$ cat src/rtl/rlseq_pkg.sv
// Shared class codes and selector codes for the repeat/loop sequencer.
// Assumes the dock decoder maps each instruction to one class code.
package rlseq_pkg;

    typedef enum logic [3:0] {
        IC_SEND    = 4'd0,
        IC_LITERAL = 4'd1,
        IC_FLAGS   = 4'd2,
        IC_REPEAT  = 4'd3,
        IC_LOOP    = 4'd4,
        IC_TAKE_LC = 4'd5,
        IC_TAKE_RC = 4'd6,
        IC_CLOG    = 4'd7,
        IC_OTHER   = 4'd8
    } iclass_e;

    typedef enum logic [1:0] {
        RSEL_DATA = 2'b00,
        RSEL_RSVD = 2'b01,
        RSEL_LIT  = 2'b10,
        RSEL_INF  = 2'b11
    } rsel_e;

    // Classes that may go back into the queue once their repeats are spent.
    function automatic logic is_reloop_class(input logic [3:0] c);
        return (c <= 4'(IC_TAKE_RC));
    endfunction

endpackage

$ cat src/rtl/rlseq_repeat_ctr.sv
// Repeat counter with a separate infinity flag.
// Loads have priority over steps; a step on a zero or infinite count is a no-op.
module rlseq_repeat_ctr #(
    parameter int CNT_W = 6
) (
    input  logic             clk,
    input  logic             rst_n,
    input  logic             load_en,
    input  logic [1:0]       sel,
    input  logic [CNT_W-1:0] lit,
    input  logic [CNT_W-1:0] data_low,
    input  logic             step_en,
    output logic [CNT_W-1:0] cnt,
    output logic             inf,
    output logic             live
);
    import rlseq_pkg::*;

    // Load, step or hold the repeat count and the infinity flag.
    always_ff @(posedge clk) begin
        if (!rst_n) begin
            cnt <= '0;
            inf <= 1'b0;
        end else if (load_en) begin
            case (sel)
                RSEL_DATA: begin cnt <= data_low; inf <= 1'b0; end
                RSEL_LIT:  begin cnt <= lit;      inf <= 1'b0; end
                RSEL_INF:  begin cnt <= '1;       inf <= 1'b1; end
                default:   begin cnt <= cnt;      inf <= inf;  end
            endcase
        end else if (step_en && !inf && (cnt != '0)) begin
            cnt <= cnt - 1'b1;
        end
    end

    // A pass may repeat while the count is not used up.
    always_comb live = inf || (cnt != '0);

endmodule

$ cat src/rtl/rlseq_loop_ctr.sv
// Loop counter: loads from data or literal, saturating decrement.
module rlseq_loop_ctr #(
    parameter int CNT_W = 6
) (
    input  logic             clk,
    input  logic             rst_n,
    input  logic             load_en,
    input  logic             load_lit,
    input  logic [CNT_W-1:0] lit,
    input  logic [CNT_W-1:0] data_low,
    input  logic             dec_en,
    output logic [CNT_W-1:0] cnt,
    output logic             nonzero
);

    // Load or decrement the loop count; decrement stops at zero.
    always_ff @(posedge clk) begin
        if (!rst_n) begin
            cnt <= '0;
        end else if (load_en) begin
            cnt <= load_lit ? lit : data_low;
        end else if (dec_en && (cnt != '0)) begin
            cnt <= cnt - 1'b1;
        end
    end

    // The reloop test uses the count held before this cycle.
    always_comb nonzero = (cnt != '0);

endmodule

$ cat src/rtl/rlseq_decide.sv
// Per-pass decision logic: repeat / reloop / retire and counter enables.
// Purely combinational; assumes counter status reflects the pre-pass state.
module rlseq_decide (
    input  logic       exec,
    input  logic [3:0] cls,
    input  logic       pred_ok,
    input  logic       dec_loop,
    input  logic       rc_live,
    input  logic       lc_nonzero,
    output logic       do_repeat,
    output logic       do_reloop,
    output logic       do_retire,
    output logic       rc_load,
    output logic       rc_step,
    output logic       lc_load,
    output logic       lc_dec,
    output logic       take_lc,
    output logic       take_rc
);
    import rlseq_pkg::*;

    logic live_pass;
    logic done;

    // A pass is live when it executes and its predicate holds.
    always_comb live_pass = exec && pred_ok;

    // Outcome of the pass: repeat first, otherwise reloop or retire.
    always_comb begin
        do_repeat = live_pass && (cls == 4'(IC_SEND)) && rc_live;
        done      = exec && !do_repeat;
        do_reloop = done && is_reloop_class(cls) && lc_nonzero;
        do_retire = done && !do_reloop;
    end

    // Counter enables and copy selects.
    always_comb begin
        rc_load = live_pass && (cls == 4'(IC_REPEAT));
        rc_step = do_repeat;
        lc_load = live_pass && (cls == 4'(IC_LOOP));
        lc_dec  = done && dec_loop && !lc_load;
        take_lc = live_pass && (cls == 4'(IC_TAKE_LC));
        take_rc = live_pass && (cls == 4'(IC_TAKE_RC));
    end

endmodule

$ cat src/rtl/rlseq_top.sv
// Repeat and loop counter sequencer of one dock.
// Assumes exec_i is raised once per pass of the head instruction, with
// class, predicate and fields stable in that cycle. DATA_W must exceed CNT_W.
module rlseq_top #(
    parameter int CNT_W  = 6,
    parameter int DATA_W = 37
) (
    input  logic              clk,
    input  logic              rst_n,
    input  logic              exec_i,
    input  logic [3:0]        cls_i,
    input  logic              pred_ok_i,
    input  logic              dec_loop_i,
    input  logic [1:0]        sel_i,
    input  logic [CNT_W-1:0]  lit_i,
    input  logic [DATA_W-1:0] data_i,
    output logic              repeat_o,
    output logic              reloop_o,
    output logic              retire_o,
    output logic [CNT_W-1:0]  rpt_cnt_o,
    output logic              rpt_inf_o,
    output logic [CNT_W-1:0]  loop_cnt_o,
    output logic              copy_req_o,
    output logic [DATA_W-1:0] copy_word_o
);

    localparam int UPPER_W = DATA_W - CNT_W;

    logic             rc_live, lc_nz;
    logic             rc_load, rc_step, lc_load, lc_dec, take_lc, take_rc;
    logic [CNT_W-1:0] data_low;
    logic [CNT_W-1:0] copy_val;

    // Low bits of the data word feed both counter loads.
    always_comb data_low = data_i[CNT_W-1:0];

    rlseq_decide u_decide (
        .exec       (exec_i),
        .cls        (cls_i),
        .pred_ok    (pred_ok_i),
        .dec_loop   (dec_loop_i),
        .rc_live    (rc_live),
        .lc_nonzero (lc_nz),
        .do_repeat  (repeat_o),
        .do_reloop  (reloop_o),
        .do_retire  (retire_o),
        .rc_load    (rc_load),
        .rc_step    (rc_step),
        .lc_load    (lc_load),
        .lc_dec     (lc_dec),
        .take_lc    (take_lc),
        .take_rc    (take_rc)
    );

    rlseq_repeat_ctr #(.CNT_W(CNT_W)) u_rpt (
        .clk      (clk),
        .rst_n    (rst_n),
        .load_en  (rc_load),
        .sel      (sel_i),
        .lit      (lit_i),
        .data_low (data_low),
        .step_en  (rc_step),
        .cnt      (rpt_cnt_o),
        .inf      (rpt_inf_o),
        .live     (rc_live)
    );

    rlseq_loop_ctr #(.CNT_W(CNT_W)) u_loop (
        .clk      (clk),
        .rst_n    (rst_n),
        .load_en  (lc_load),
        .load_lit (sel_i[0]),
        .lit      (lit_i),
        .data_low (data_low),
        .dec_en   (lc_dec),
        .cnt      (loop_cnt_o),
        .nonzero  (lc_nz)
    );

    // Pick which counter goes into the data latch.
    always_comb begin
        copy_req_o = take_lc || take_rc;
        copy_val   = take_lc ? loop_cnt_o : rpt_cnt_o;
    end

    // Merge the counter into the low bits, keeping the upper data bits.
    generate
        if (UPPER_W > 0) begin : g_merge
            always_comb copy_word_o = {data_i[DATA_W-1:CNT_W], copy_val};
        end else begin : g_narrow
            always_comb copy_word_o = copy_val[DATA_W-1:0];
        end
    endgenerate

endmodule

$ cat config.mk
export PLATFORM = sky130hd
export DESIGN_NAME = rlseq_top
export DESIGN_NICKNAME = d
export VERILOG_FILES = /design/src/rtl/rlseq_pkg.sv /design/src/rtl/rlseq_repeat_ctr.sv /design/src/rtl/rlseq_loop_ctr.sv /design/src/rtl/rlseq_decide.sv /design/src/rtl/rlseq_top.sv
export SDC_FILE = /design/constraint.sdc
export NUM_CORES = 1
export LEC_CHECK = 0
export CORE_MARGIN = 2
export CORE_UTILIZATION = 45
export DETAILED_ROUTE_END_ITERATION = 10
export DONT_BUFFER_PORTS = 1
export SYNTH_ARGS = -nofsm -noshare
export SYNTH_HDL_FRONTEND = slang
export SYNTH_HIERARCHICAL = 1
export SYNTH_SLANG_ARGS = --single-unit
$ cat constraint.sdc
create_clock -name clk -period 4.2 [get_ports clk]
set_clock_uncertainty 0.2 [all_clocks]
set_input_delay 0.84 -clock clk [delete_from_list [all_inputs] [get_ports clk]]
set_output_delay 0.84 -clock clk [all_outputs]
set_load 0.02 [all_outputs]
==> summary.md, run 1 <==
| Metric | Value |
|---|---|
| Post-synthesis register bit count | `13` |
| Status | `completed` |
| Cell variety after synth | `55` |
| Final setup fails | `0` |
| Layout cells sized above 1 | `19.1%` |
| First-pass detailed-route iteration total | `4` |
| Global-route wire length before repair | `6150 um` |
| Postcts setup bufs | `0` |
| Min-delay src | `u_rpt/cnt[0]` |
| Largest fanout on the critical path | `5` |
| VDD IR max | `around 150 uV` |
| Highest-delay cell along the critical path | `nor3_1` |
| CP Data Arrival Time | `roughly 2.6 ns` |
| Slew @ Worst Pin | `roughly 0.91 ns` |
| CTS Buf Count | `3` |
| Num ports | `108` |
| R2R Path End | `u_loop/cnt[3]` |
| Synth warn | `6` |
| Tmin final | `between 3 and 4 ns` |
| Critical Path RT | `3.16 ns` |
| CP cell instances | `inv_1, ha_1, or4b_4, or3_2, nand2b_1, o41ai_1, nor3_1` |
| CORE AREA | `3360 um2` |
| Top cell family by delay on the critical path | `simple AND/OR/NAND/NOR gates` |
| Critical path launch point type | `flip-flop` |
| Critical path class | `flip-flop to output port` |
| LEAKAGE | `just over 0.5 nW` |
| Hpwl dp | `approximately 3100 um` |
| Final instance area | `roughly 1400 um2` |
| CTS clk-pin slew, worst paths | `around 0.090 ns` |
| Register area share after synthesis | `around 16%` |
| Final nets | `around 210` |
| Combinational family with the most area after synthesis | `compound AO/OA/AOI/OAI gates` |
| Share of the cycle needed by the critical path after routing | `around 87%` |
| Antenna violations before repair | `0` |
| Die width | `about 63 um` |
| Worst Hold Endpoint | `u_rpt/cnt[0]` |
| Global route overflow | `0` |
| Max_cap viols | `0` |
| RePlAce Congestion | `between 0.8 and 0.9` |
| Post-Synth Simple-Gate Area | `between 20% and 30%` |
| # rows | `21` |
| Avg Inst Size Synth | `approximately 8.6 um2` |
| Vias | `roughly 1300` |
| Number of global-route vias before repair | `1213` |
| Placed cell area | `approximately 1400 um2` |
| Post-Synth Adder-Cell Area | `under 10%` |
| Cell count after synthesis | `roughly 180` |
| Drt total wl | `about 3800 um` |
| # diodes | `0` |
| Endpoints failing hold | `0` |
| Max Fclk | `~0.27 GHz` |
| Power density over the cells | `between 200 and 250 nW/um2` |
| Total track usage | `roughly a fifth` |
| Post-Syn Area | `about 1600 um2` |
| Setup TNS | `0 ns` |
| Area Growth Syn to Fin | `-11.2%` |
| Initial Utilization | `a little under half` |
| Clk Latency, worst-skew pair | `approximately 0.29 ns` |
| Prevailing post-synth register cell | `dfxtp_1` |
| Largest net degree at the start of global routing | `14` |
| H-tree Lvls | `1` |
| Syn Nets | `244` |
| RSZ-0062 raised after global routing | `no` |
| FF-to-FF path depth | `9` |
| Reg2reg setup slack | `~1.2 ns` |
| CP Buf/Inv Count | `1` |
| Vias per Instance | `approximately 6.3` |
| Share of synthesized registers carrying an async set or reset | `0%` |
| Synth Area in Compound Gates | `about 23%` |
| Clk buf depth | `2` |
| Seq. cell area | `about 260 um2` |
| Die H | `~63 um` |
| Initial DRC count | `45` |
| Die area | `between 4000 and 5000 um2` |
| Hold Path Stages | `2` |
| Slew Viols, Final | `0` |
| Antenna-violating nets left | `0` |
| CP peak stage delay | `~0.5 ns` |
| Multi-input gate area | `995 um2` |
| Post-Route Utilization | `a little over two fifths` |
| IO buf count | `0` |
| Fillers | `between 300 and 400` |
| Reg2reg start | `u_rpt/cnt[0]` |
| EDFF count, synth | `0` |
| Worst min-delay path category | `flip-flop to flip-flop` |
| Drt drc | `0` |
| Max_slew headroom | `roughly two fifths` |
| Clock Tree Root | `clkbuf_4` |
| Hold buffer count at CTS | `0` |
| Total clock sinks | `13` |
| CTS tree | `yes` |
| Avg WL per Cell | `slightly below 20 um` |
| Mux contribution to synthesized area | `a little over an eighth` |
| XOR/XNOR Fraction of Synth Area | `0%` |
| CP Capture Type | `output port` |
| PostCTS Resize Cnt | `0` |
[Yosys cell counts, types with 2 or more instances]
library cell  number  area, um2
buf_4             34        255
nor2_1            15       56.3
dfxtp_1           13        260
inv_1             13       48.8
a21oi_1            9       45.0
mux2i_1            9       90.1
ha_1               7       87.6
mux2_4             7        105
nand3_1            5       25.0
nand2_1            4       15.0
nor2b_1            4       25.0
nor3_1             4       20.0
a32oi_1            3       26.3
nand2b_1           3       18.8
o21ai_0            3       15.0
o221a_1            3       33.8
a211oi_1           2       15.0
a221oi_2           2       30.0
buf_6              2       22.5
nor3b_1            2       15.0
nor4b_1            2       17.5
o211ai_1           2       15.0
o31a_1             2       17.5
or3_4              2       22.5
[registers in the layout (all words and copies together) (netlist names)]
name and cells:
u_rpt/inf 1, u_loop/cnt 6, u_rpt/cnt 6
[cells by family (layout without fill, tap and decap cells)]
family	Yosys count	in the layout
flops	13	13
compound gates	43	43
simple gates	53	53
fa+ha+maj	7	7
mux	17	17
buf+inv	50	19
[layout by cell type (no fill, tap or decap), types with 4 or more instances in the layout]
cell type | netlist | layout
a21oi_1 | 9 | 9
dfxtp_1 | 13 | 13
ha_1 | 7 | 7
inv_1 | 13 | 13
mux2_4 | 7 | 7
mux2i_1 | 9 | 9
nand2_1 | 4 | 4
nand3_1 | 5 | 5
nor2_1 | 15 | 15
nor2b_1 | 4 | 4
nor3_1 | 4 | 4
[cell type report]
type,instances,area share (%)
inverters,13,3.48
clock buffers,4,1.87
flip-flops and latches,13,18.6
multi-input cells,120,70.9
well taps,46,4.10
repair buffers,2,1.07
[per-layer routing]
| layer | global-route usage (%) | part of all wire [%] |
|---|---|---|
| met1 | 23.4 | 42 |
| met2 | 30.5 | 44 |
| met3 | 10.0 | 13 |
| met4 | 4.35 | 1.6 |
| met5 | 0 | 0 |
[stage by stage]
stage / hold WS, ns / setup slack (ns) / total power (W) / cells
finish: 0.426 / 0.562 / 0.000347 / 198
global route: 0.453 / 0.462 / 0.000369 / 198
CTS: 0.425 / 0.547 / 0.000348 / 198
detailed placement: 0.413 / 0.871 / 0.000262 / 194
global placement: 0.409 / 0.899 / 0.000260 / 194
floorplan: 0.375 / 0.994 / 0.000285 / 183
[where the power goes]
part | total [W] | internal (W) | switching (W)
sequential | 0.000156 | 0.000131 | 0.0000252
clock | 0.0000861 | 0.0000370 | 0.0000491
combinational | 0.000105 | 0.0000448 | 0.0000598
[worst max-delay path by stage]
| stage | start | end | slack [ns] | cells after the start |
|---|---|---|---|---|
| finish | u_rpt/cnt[0] | reloop_o | 0.56 | 7 |
| global route | u_rpt/cnt[0] | reloop_o | 0.46 | 7 |
| CTS | u_rpt/cnt[0] | reloop_o | 0.55 | 7 |
| detailed placement | u_rpt/cnt[0] | reloop_o | 0.87 | 7 |
| global placement | u_rpt/cnt[0] | reloop_o | 0.90 | 7 |
| floorplan | u_rpt/cnt[0] | reloop_o | 0.99 | 7 |
[worst min-delay path, cell delays in order (launching register included)]
cell	delay [ns]
dfxtp_1	0.41
nand3_1	0.11
a21oi_1	0.06
No activity file was read; power rests on OpenSTA's default activity.
==> inputs of run 2 (changes only) <==
BUFFER_PORTS_ARGS = -buffer_cell sky130_fd_sc_hd__buf_2   (was default)
CORE_UTILIZATION = 43   (was 45)
DONT_BUFFER_PORTS = default   (was 1)
PLACE_DENSITY = 0.87   (was default)
SYNTH_HIERARCHICAL = default   (was 1)
==> run 2 against run 1 <==
Fmax up 11%; power grew 61%; worst setup slack improved by 0.36 ns; clock power shrank 8.5%; non-clock buffer count rose by 43; synthesized cell count decreased by 2.7%; highest routed layer unchanged; sequential share of layout area grew 0.10 points; global-route usage decreased by 0.62 points; first-iteration DRC count is 22% higher; core utilization is 4.4 points higher.
==> summary.md, run 2 <==
| Metric | Value |
|---|---|
| Avg Inst Size Synth | `7.64 um2 (was 8.64 um2)` |
| Prevailing post-synth register cell | `dfxtp_1 (unchanged)` |
| Reg2reg start | `u_rpt.cnt[3] (was u_rpt/cnt[0])` |
| Max Fclk | `0.305 GHz (was 0.275 GHz)` |
| # diodes | `0 (unchanged)` |
| Antenna violations before repair | `0 (unchanged)` |
| CTS clk-pin slew, worst paths | `0.08 ns (was 0.09 ns)` |
| Die H | `60.2 um (was 63.3 um)` |
| Slew @ Worst Pin | `0.533 ns (was 0.907 ns)` |
| CP Data Arrival Time | `2.24 ns (was 2.60 ns)` |
| FF-to-FF path depth | `5 (was 9)` |
| Fillers | `313 (was 361)` |
| Most frequent cells in the layout | `buf_2, nor2_1, o21ai_0 (was nor2_1, inv_1, dfxtp_1)` |
| Total track usage | `18.7% (was 19.3%)` |
| CTS tree | `yes (unchanged)` |
| First-pass detailed-route iteration total | `4 (unchanged)` |
| Max_slew headroom | `64.3% (was 39.3%)` |
| Vias | `1271 (was 1250)` |
| Yosys top cell area share | `19.1% (was 16.5%)` |
| Worst min-delay path category | `flip-flop to flip-flop (unchanged)` |
| Hold Path Stages | `2 (unchanged)` |
| R2R Path End | `u_loop.cnt[4] (was u_loop/cnt[3])` |
| Global-route wire length before repair | `5170 um (was 6150 um)` |
| Largest fanout on the critical path | `8 (was 5)` |
| Inst Count DP | `229 (was 194)` |
| Min-delay src | `u_rpt.cnt[1] (was u_rpt/cnt[0])` |
| Global route overflow | `0 (unchanged)` |
| Tmin final | `3.28 ns (was 3.64 ns)` |
| Most common library cells after synthesis | `buf_4, nor2_1, o21ai_0 (was buf_4, nor2_1, dfxtp_1, inv_1)` |
| Commonest non-fill, non-tap cell in the layout | `buf_2 (was nor2_1)` |
| Largest regs | `u_loop.cnt x6, u_rpt.cnt x6, u_rpt.inf x1 (was u_loop/cnt x6, u_rpt/cnt x6, u_rpt/inf x1)` |
| Initial DRC count | `55 (was 45)` |
| Max_cap viols | `0 (unchanged)` |
| Area leader, netlist | `dfxtp_1 (unchanged)` |
| Layout cells sized above 1 | `34.4% (was 19.1%)` |
| Clk buf depth | `2 (unchanged)` |
| Count leader, synth | `buf_4 (unchanged)` |
| Critical path launch point type | `input pin (was flip-flop)` |
| Register area share after synthesis | `19.1% (was 16.5%)` |
| LEAKAGE | `0.622 nW (was 0.508 nW)` |
| Syn Nets | `236 (was 244)` |
| Slew Viols, Final | `0 (unchanged)` |
| Worst Hold Endpoint | `u_rpt.cnt[1] (was u_rpt/cnt[0])` |
| EDFF count, synth | `0 (unchanged)` |
| CP Capture Type | `output port (unchanged)` |
| RePlAce Congestion | `0.917 (was 0.860)` |
| H-tree Lvls | `1 (unchanged)` |
| VDD IR max | `246 uV (was 153 uV)` |
| CTS Buf Count | `3 (unchanged)` |
| Multi-input gate area | `810 um2 (was 995 um2)` |
| Post-Syn Area | `1360 um2 (was 1580 um2)` |
| Cell count after synthesis | `178 (was 183)` |
| Met2 Use GR | `28.9% (was 30.5%)` |
| Setup TNS | `0 ns (unchanged)` |
| Vias per Instance | `5.45 (was 6.31)` |
| Critical path class | `input pin to output port (was flip-flop to output port)` |
| Number of global-route vias before repair | `1144 (was 1213)` |
| Grt peak-use layer | `met2 (unchanged)` |
| Share of synthesized registers carrying an async set or reset | `0% (unchanged)` |
| CORE AREA | `3030 um2 (was 3360 um2)` |
| Cell variety after synth | `45 (was 55)` |
| Leading post-synthesis cells by cell area | `dfxtp_1, buf_4, mux2_2 (was dfxtp_1, buf_4, mux2_4)` |
| Avg WL per Cell | `14.0 um (was 19.2 um)` |
| Antenna-violating nets left | `0 (unchanged)` |
| Critical Path RT | `3.16 ns (about the same)` |
| Endpoints failing hold | `0 (unchanged)` |
| Num ports | `108 (unchanged)` |
| Reg2reg setup slack | `2.06 ns (was 1.16 ns)` |
| Synth warn | `0 (was 6)` |
| Clk Latency, worst-skew pair | `0.27 ns (was 0.29 ns)` |
| Largest net degree at the start of global routing | `15 (was 14)` |
| Hold buffer count at CTS | `0 (unchanged)` |
| GR Util met1 | `25.7% (was 23.4%)` |
| IO buf count | `45 (was 0)` |
| Final setup fails | `0 (unchanged)` |
| Seq. cell area | `260 um2 (unchanged)` |
| PostCTS Resize Cnt | `0 (unchanged)` |
| Die area | `3630 um2 (was 4000 um2)` |
| Power density over the cells | `399 nW/um2 (was 247 nW/um2)` |
| Status | `completed (unchanged)` |
| Met3 usage | `3.90% (was 10.0%)` |
| # rows | `20 (was 21)` |
| Area Growth Syn to Fin | `2.58% (was -11.2%)` |
| Drt drc | `0 (unchanged)` |
| Drt total wl | `3250 um (was 3810 um)` |
| Postcts setup bufs | `0 (unchanged)` |
| Share of the cycle needed by the critical path after routing | `78.1% (was 86.6%)` |
| Final nets | `248 (was 214)` |
| Clock Tree Root | `clkbuf_4 (unchanged)` |
| Post-synthesis register bit count | `13 (unchanged)` |
| Initial Utilization | `44.9% (was 47.0%)` |
| RSZ-0062 raised after global routing | `no (unchanged)` |
| Finished Layout Cells | `233 (was 198)` |
| Die width | `60.2 um (was 63.3 um)` |
| Total clock sinks | `13 (unchanged)` |
[run 2: cell types whose count changed after synthesis, sizes merged, moves of 5 or more]
cell / delta
nor2: +8
inv: -8
nand2: +5
o21ai: +11
mux2i: -8
[run 2: worst max-delay path by stage]
| stage | slack (ns) | to | depth (start not counted) | startpoint |
|---|---|---|---|---|
| finish | 0.92 | copy_word_o[2] | 5 | cls_i[3] |
| global route | 0.86 | copy_word_o[2] | 5 | cls_i[3] |
| CTS | 0.95 | copy_word_o[2] | 5 | cls_i[3] |
| detailed placement | 0.95 | copy_word_o[2] | 5 | cls_i[3] |
| global placement | 0.96 | copy_word_o[2] | 5 | cls_i[3] |
| floorplan | 1.30 | copy_word_o[2] | 3 | cls_i[3] |
[run 2: cells by family (layout without fill, tap and decap cells)]
| family | Yosys count | count (layout) | synth area share [%] |
|---|---|---|---|
| buf+inv | 43 | 54 | 21.3 |
| compound gates | 48 | 48 | 22.2 |
| mux | 11 | 11 | 9.02 |
| xor+xnor | 4 | 4 | 2.58 |
| fa+ha+maj | 4 | 4 | 3.68 |
| simple gates | 55 | 55 | 22.1 |
| flops | 13 | 13 | 19.1 |
[run 2: metrics by stage]
stage | instance area (um2) | worst slack [ns] | hold WS [ns] | power [W] | utilization, %
CTS | 1400 | 0.948 | 0.290 | 0.000556 | 46.1
global placement | 1370 | 0.965 | 0.269 | 0.000473 | 45.2
finish | 1400 | 0.922 | 0.296 | 0.000556 | 46.1
global route | 1400 | 0.862 | 0.320 | 0.000597 | 46.1
detailed placement | 1370 | 0.951 | 0.279 | 0.000476 | 45.2
floorplan | 1360 | 1.30 | 0.350 | 0.000433 | -
[run 2: cell type report]
| type | instances | area share, % |
|---|---|---|
| clock buffer | 4 | 1.88 |
| timing repair buffer | 45 | 16.1 |
| tap | 44 | 3.95 |
| inverter | 5 | 1.35 |
| sequential | 13 | 18.7 |
| multi-input combinational | 122 | 58.0 |
[run 2: routing by layer]
metal | routed length, um | vias up
met1 | 1510 | 571
met5 | 0 | -
met4 | 44 | 0
li1 | - | 629
met2 | 1420 | 64
met3 | 276 | 7
[run 2: power by group]
part	switching, W	leakage [nW]	internal (W)
clock	0.0000420	0.0150	0.0000368
sequential	0.0000400	0.105	0.000151
combinational	0.000171	0.502	0.000116
[run 2: critical path, cell delays in order]
cell and delay [ns]:
buf_2 0.11, nand4b_1 0.23, nor3b_2 0.50, mux2_2 0.40
buf_2 0.16
==> inputs of run 3 (changes only) <==
ABC_AREA = 1   (was default)
CORE_UTILIZATION = 40   (was 43)
PLACE_DENSITY = 0.8   (was 0.87)
clock period = 3.25 ns   (was 4.2 ns; I/O delays follow)
==> run 3 against run 2 <==
Register-to-register slack got worse by 0.52 ns; sequential share of layout area decreased by 0.88 points; die area is 12% higher; worst hold slack got worse by 0.018 ns; cell area grew 4.9%; non-clock buffer count did not move; combinational power is 28% lower; routed wire length rose by 1.4%; via count up 10%; clock power up 38%; worst setup slack got worse by 0.31 ns; highest routed layer unchanged.
==> summary.md, run 3 <==
| Metric | Value |
|---|---|
| RePlAce Congestion | `0.883 (was 0.917)` |
| Layout cells sized above 1 | `29.6% (was 34.4%)` |
| Synth warn | `0 (unchanged)` |
| Fillers | `384 (was 313)` |
| Tot Pwr | `0.000502 W (was 0.000556 W)` |
| P_sw | `0.000203 W (was 0.000253 W)` |
| IO buf count | `45 (unchanged)` |
| Power density over the cells | `343 nW/um2 (was 399 nW/um2)` |
| First-pass detailed-route iteration total | `4 (unchanged)` |
| Total track usage | `16.9% (was 18.7%)` |
| Die H | `63.6 um (was 60.2 um)` |
| Max_cap viols | `0 (unchanged)` |
| Vias per Instance | `4.86 (was 5.45)` |
| CP Buf/Inv Count | `4 (was 2)` |
| Total clock sinks | `13 (unchanged)` |
| CP peak stage delay | `0.31 ns (was 0.50 ns)` |
| CP Capture Type | `output port (unchanged)` |
| Largest net degree at the start of global routing | `13 (was 15)` |
| Share of the cycle needed by the critical path after routing | `between 80% and 90%` |
| CP Data Arrival Time | `1.79 ns (was 2.24 ns)` |
| Most common library cells after synthesis | `nand2_1, buf_4, nor2_1 (was buf_4, nor2_1, o21ai_0)` |
| Syn Nets | `289 (was 236)` |
| Global-route wire length before repair | `5380 um (was 5170 um)` |
| Count leader, synth | `nand2_1 (was buf_4)` |
| Antenna violations before repair | `0 (unchanged)` |
| Multi-input gate area | `808 um2 (was 810 um2)` |
| Register area share after synthesis | `18.3% (was 19.1%)` |
| Clk Latency, worst-skew pair | `0.29 ns (was 0.27 ns)` |
| H-tree Lvls | `1 (unchanged)` |
| Min-delay src | `u_rpt.inf (was u_rpt.cnt[1])` |
| Avg WL per Cell | `11.4 um (was 14.0 um)` |
| Yosys top cell area share | `18.3% (was 19.1%)` |
| Critical Path RT | `2.40 ns (was 3.16 ns)` |
| Final setup fails | `0 (unchanged)` |
| Drt total wl | `3300 um (was 3250 um)` |
| Final nets | `302 (was 248)` |
| Seq. cell area | `260 um2 (unchanged)` |
| Pint | `0.000299 W (was 0.000303 W)` |
| Inst Count DP | `285 (was 229)` |
| CP Launch Point | `exec_i (was cls_i[3])` |
| Slew Viols, Final | `0 (unchanged)` |
| Setup TNS | `0 ns (unchanged)` |
| PostCTS Resize Cnt | `0 (unchanged)` |
| Critical path class | `input pin to output port (unchanged)` |
| Critical path launch point type | `input pin (unchanged)` |
| Num ports | `108 (unchanged)` |
| Largest regs | `u_loop.cnt x6, u_rpt.cnt x6, u_rpt.inf x1 (unchanged)` |
| Largest fanout on the critical path | `12 (was 8)` |
| CORE AREA | `3360 um2 (was 3030 um2)` |
| Status | `completed (unchanged)` |
| # diodes | `0 (unchanged)` |
| Hold buffer count at CTS | `0 (unchanged)` |
| Post-synthesis register bit count | `13 (unchanged)` |
| Leading post-synthesis cells by cell area | `dfxtp_1, buf_4, nand2_1 (was dfxtp_1, buf_4, mux2_2)` |
| Reg2reg start | `u_rpt.cnt[0] (was u_rpt.cnt[3])` |
| Die area | `4050 um2 (was 3630 um2)` |
| Drt drc | `0 (unchanged)` |
| CP cell instances | `buf_2, nand2_1, inv_2, nand3_4, inv_2, nand3b_1, o21ai_1, buf_2 (was buf_2, nand4b_1, nor3b_2, mux2_2, buf_2)` |
| Clk buf depth | `2 (unchanged)` |
| CTS tree | `yes (unchanged)` |
| Share of synthesized registers carrying an async set or reset | `0% (unchanged)` |
| Tmin final | `about 2.6 ns` |
| Cell count after synthesis | `231 (was 178)` |
| Postcts setup bufs | `0 (unchanged)` |
| Gate power share | `41.2% (was 51.6%)` |
| Initial DRC count | `82 (was 55)` |
| Area leader, netlist | `dfxtp_1 (unchanged)` |
| LEAKAGE | `0.743 nW (was 0.622 nW)` |
| Endpoints failing hold | `0 (unchanged)` |
| Antenna-violating nets left | `0 (unchanged)` |
| Most frequent cells in the layout | `nand2_1, buf_2, nor2_1 (was buf_2, nor2_1, o21ai_0)` |
| Vias | `1404 (was 1271)` |
| Highest-delay cell along the critical path | `nand3b_1 (was nor3b_2)` |
| VDD IR max | `154 uV (was 246 uV)` |
| Cell variety after synth | `27 (was 45)` |
| Commonest non-fill, non-tap cell in the layout | `nand2_1 (was buf_2)` |
| CTS Buf Count | `3 (unchanged)` |
| Top cell family by delay on the critical path | `buffers and inverters (was simple AND/OR/NAND/NOR gates)` |
| Avg Inst Size Synth | `6.16 um2 (was 7.64 um2)` |
| Clk network pwr share | `21.6% (was 14.2%)` |
| Number of global-route vias before repair | `1246 (was 1144)` |
| Die width | `63.6 um (was 60.2 um)` |
| Worst min-delay path category | `flip-flop to flip-flop (unchanged)` |
| Global route overflow | `0 (unchanged)` |
| Hpwl dp | `~2600 um` |
| Seq pwr share | `37.2% (was 34.3%)` |
| Finished Layout Cells | `289 (was 233)` |
| EDFF count, synth | `0 (unchanged)` |
| Slew @ Worst Pin | `0.437 ns (was 0.533 ns)` |
| # rows | `21 (was 20)` |
| Post-Syn Area | `1420 um2 (was 1360 um2)` |
| Max Fclk | `0.379 GHz` |
| Switching Share | `40.5% (was 45.5%)` |
| Max_slew headroom | `70.8% (was 64.3%)` |
| RSZ-0062 raised after global routing | `no (unchanged)` |
| CTS clk-pin slew, worst paths | `0.09 ns (was 0.08 ns)` |
| Prevailing post-synth register cell | `dfxtp_1 (unchanged)` |
| Area Growth Syn to Fin | `2.90% (was 2.58%)` |
| Initial Utilization | `42.3% (was 44.9%)` |
| Clock Tree Root | `clkbuf_4 (unchanged)` |
==> run 3: cell count changes in the layout (fill, tap and decap cells not counted), sizes merged, moves of 10 or more <==
| cell | delta |
|---|---|
| nand2 | +46 |
| inv | +18 |
| nor2 | +16 |
| nand3 | +12 |
| mux2 | -10 |
==> run 3: cells by family (layout without fill, tap and decap cells) <==
logic type	after synthesis	in the layout	share of synthesized area, %
adders and majority gates	4	4	3.52
DFF	13	13	18.3
buffers and inverters	60	72	24.9
AOI/OAI and AO/OA	34	34	12.8
muxes	1	1	0.704
and+or+nand+nor	115	115	37.3
xor gates and xnor gates	4	4	2.46
==> run 3: worst min-delay path, cell delays in order, from the launching register on <==
cell and delay [ns]:
dfxtp_1 0.33, nand2_1 0.06, a21oi_1 0.05
==> run 3: path summary, 6_finish.rpt <==
kind,cells past startpoint,to,slack (ns)
max,8,copy_word_o[1],0.61
min,2,u_rpt.inf,0.28
max reg2reg,8,u_rpt.cnt[1],1.54
min reg2reg,2,u_rpt.inf,0.28
==> run 3: per-layer routing <==
metal  GRT usage [%]  part of all wire [%]  vias to the layer above
met1            18.4                    42                      623
met2            28.6                    49                       44
met3            6.61                   8.2                        7
met5               0                     0                        -
met4            8.15                   1.4                        0
li1                -                     -                      730
==> run 3: layout make-up <==
type | count | share of cell area (%)
inverter | 23 | 5.90
clock buffer | 4 | 1.79
tap | 46 | 3.93
sequential | 13 | 17.8
multi-input combinational | 158 | 55.2
timing repair buffer | 45 | 15.4
==> run 3: power groups by stage <==
stage | Clock, W | Sequential (W) | Combinational, W
after floorplan | 0 | 0.000203 | 0.000193
after global placement | 0 | 0.000190 | 0.000204
after detailed placement | 0 | 0.000190 | 0.000207
after CTS | 0.000112 | 0.000187 | 0.000207
after global routing | 0.000117 | 0.000189 | 0.000234
final | 0.000109 | 0.000187 | 0.000207
==> run 3: stage by stage <==
| stage | worst slack (ns) | cell area [um2] | utilization, % | hold slack (ns) |
|---|---|---|---|---|
| after floorplan | 0.839 | 1420 | - | 0.344 |
| after global placement | 0.623 | 1440 | 42.7 | 0.259 |
| after detailed placement | 0.603 | 1440 | 42.7 | 0.274 |
| after CTS | 0.597 | 1460 | 43.5 | 0.287 |
| after global routing | 0.490 | 1460 | 43.5 | 0.325 |
| final | 0.612 | 1460 | 43.5 | 0.278 |
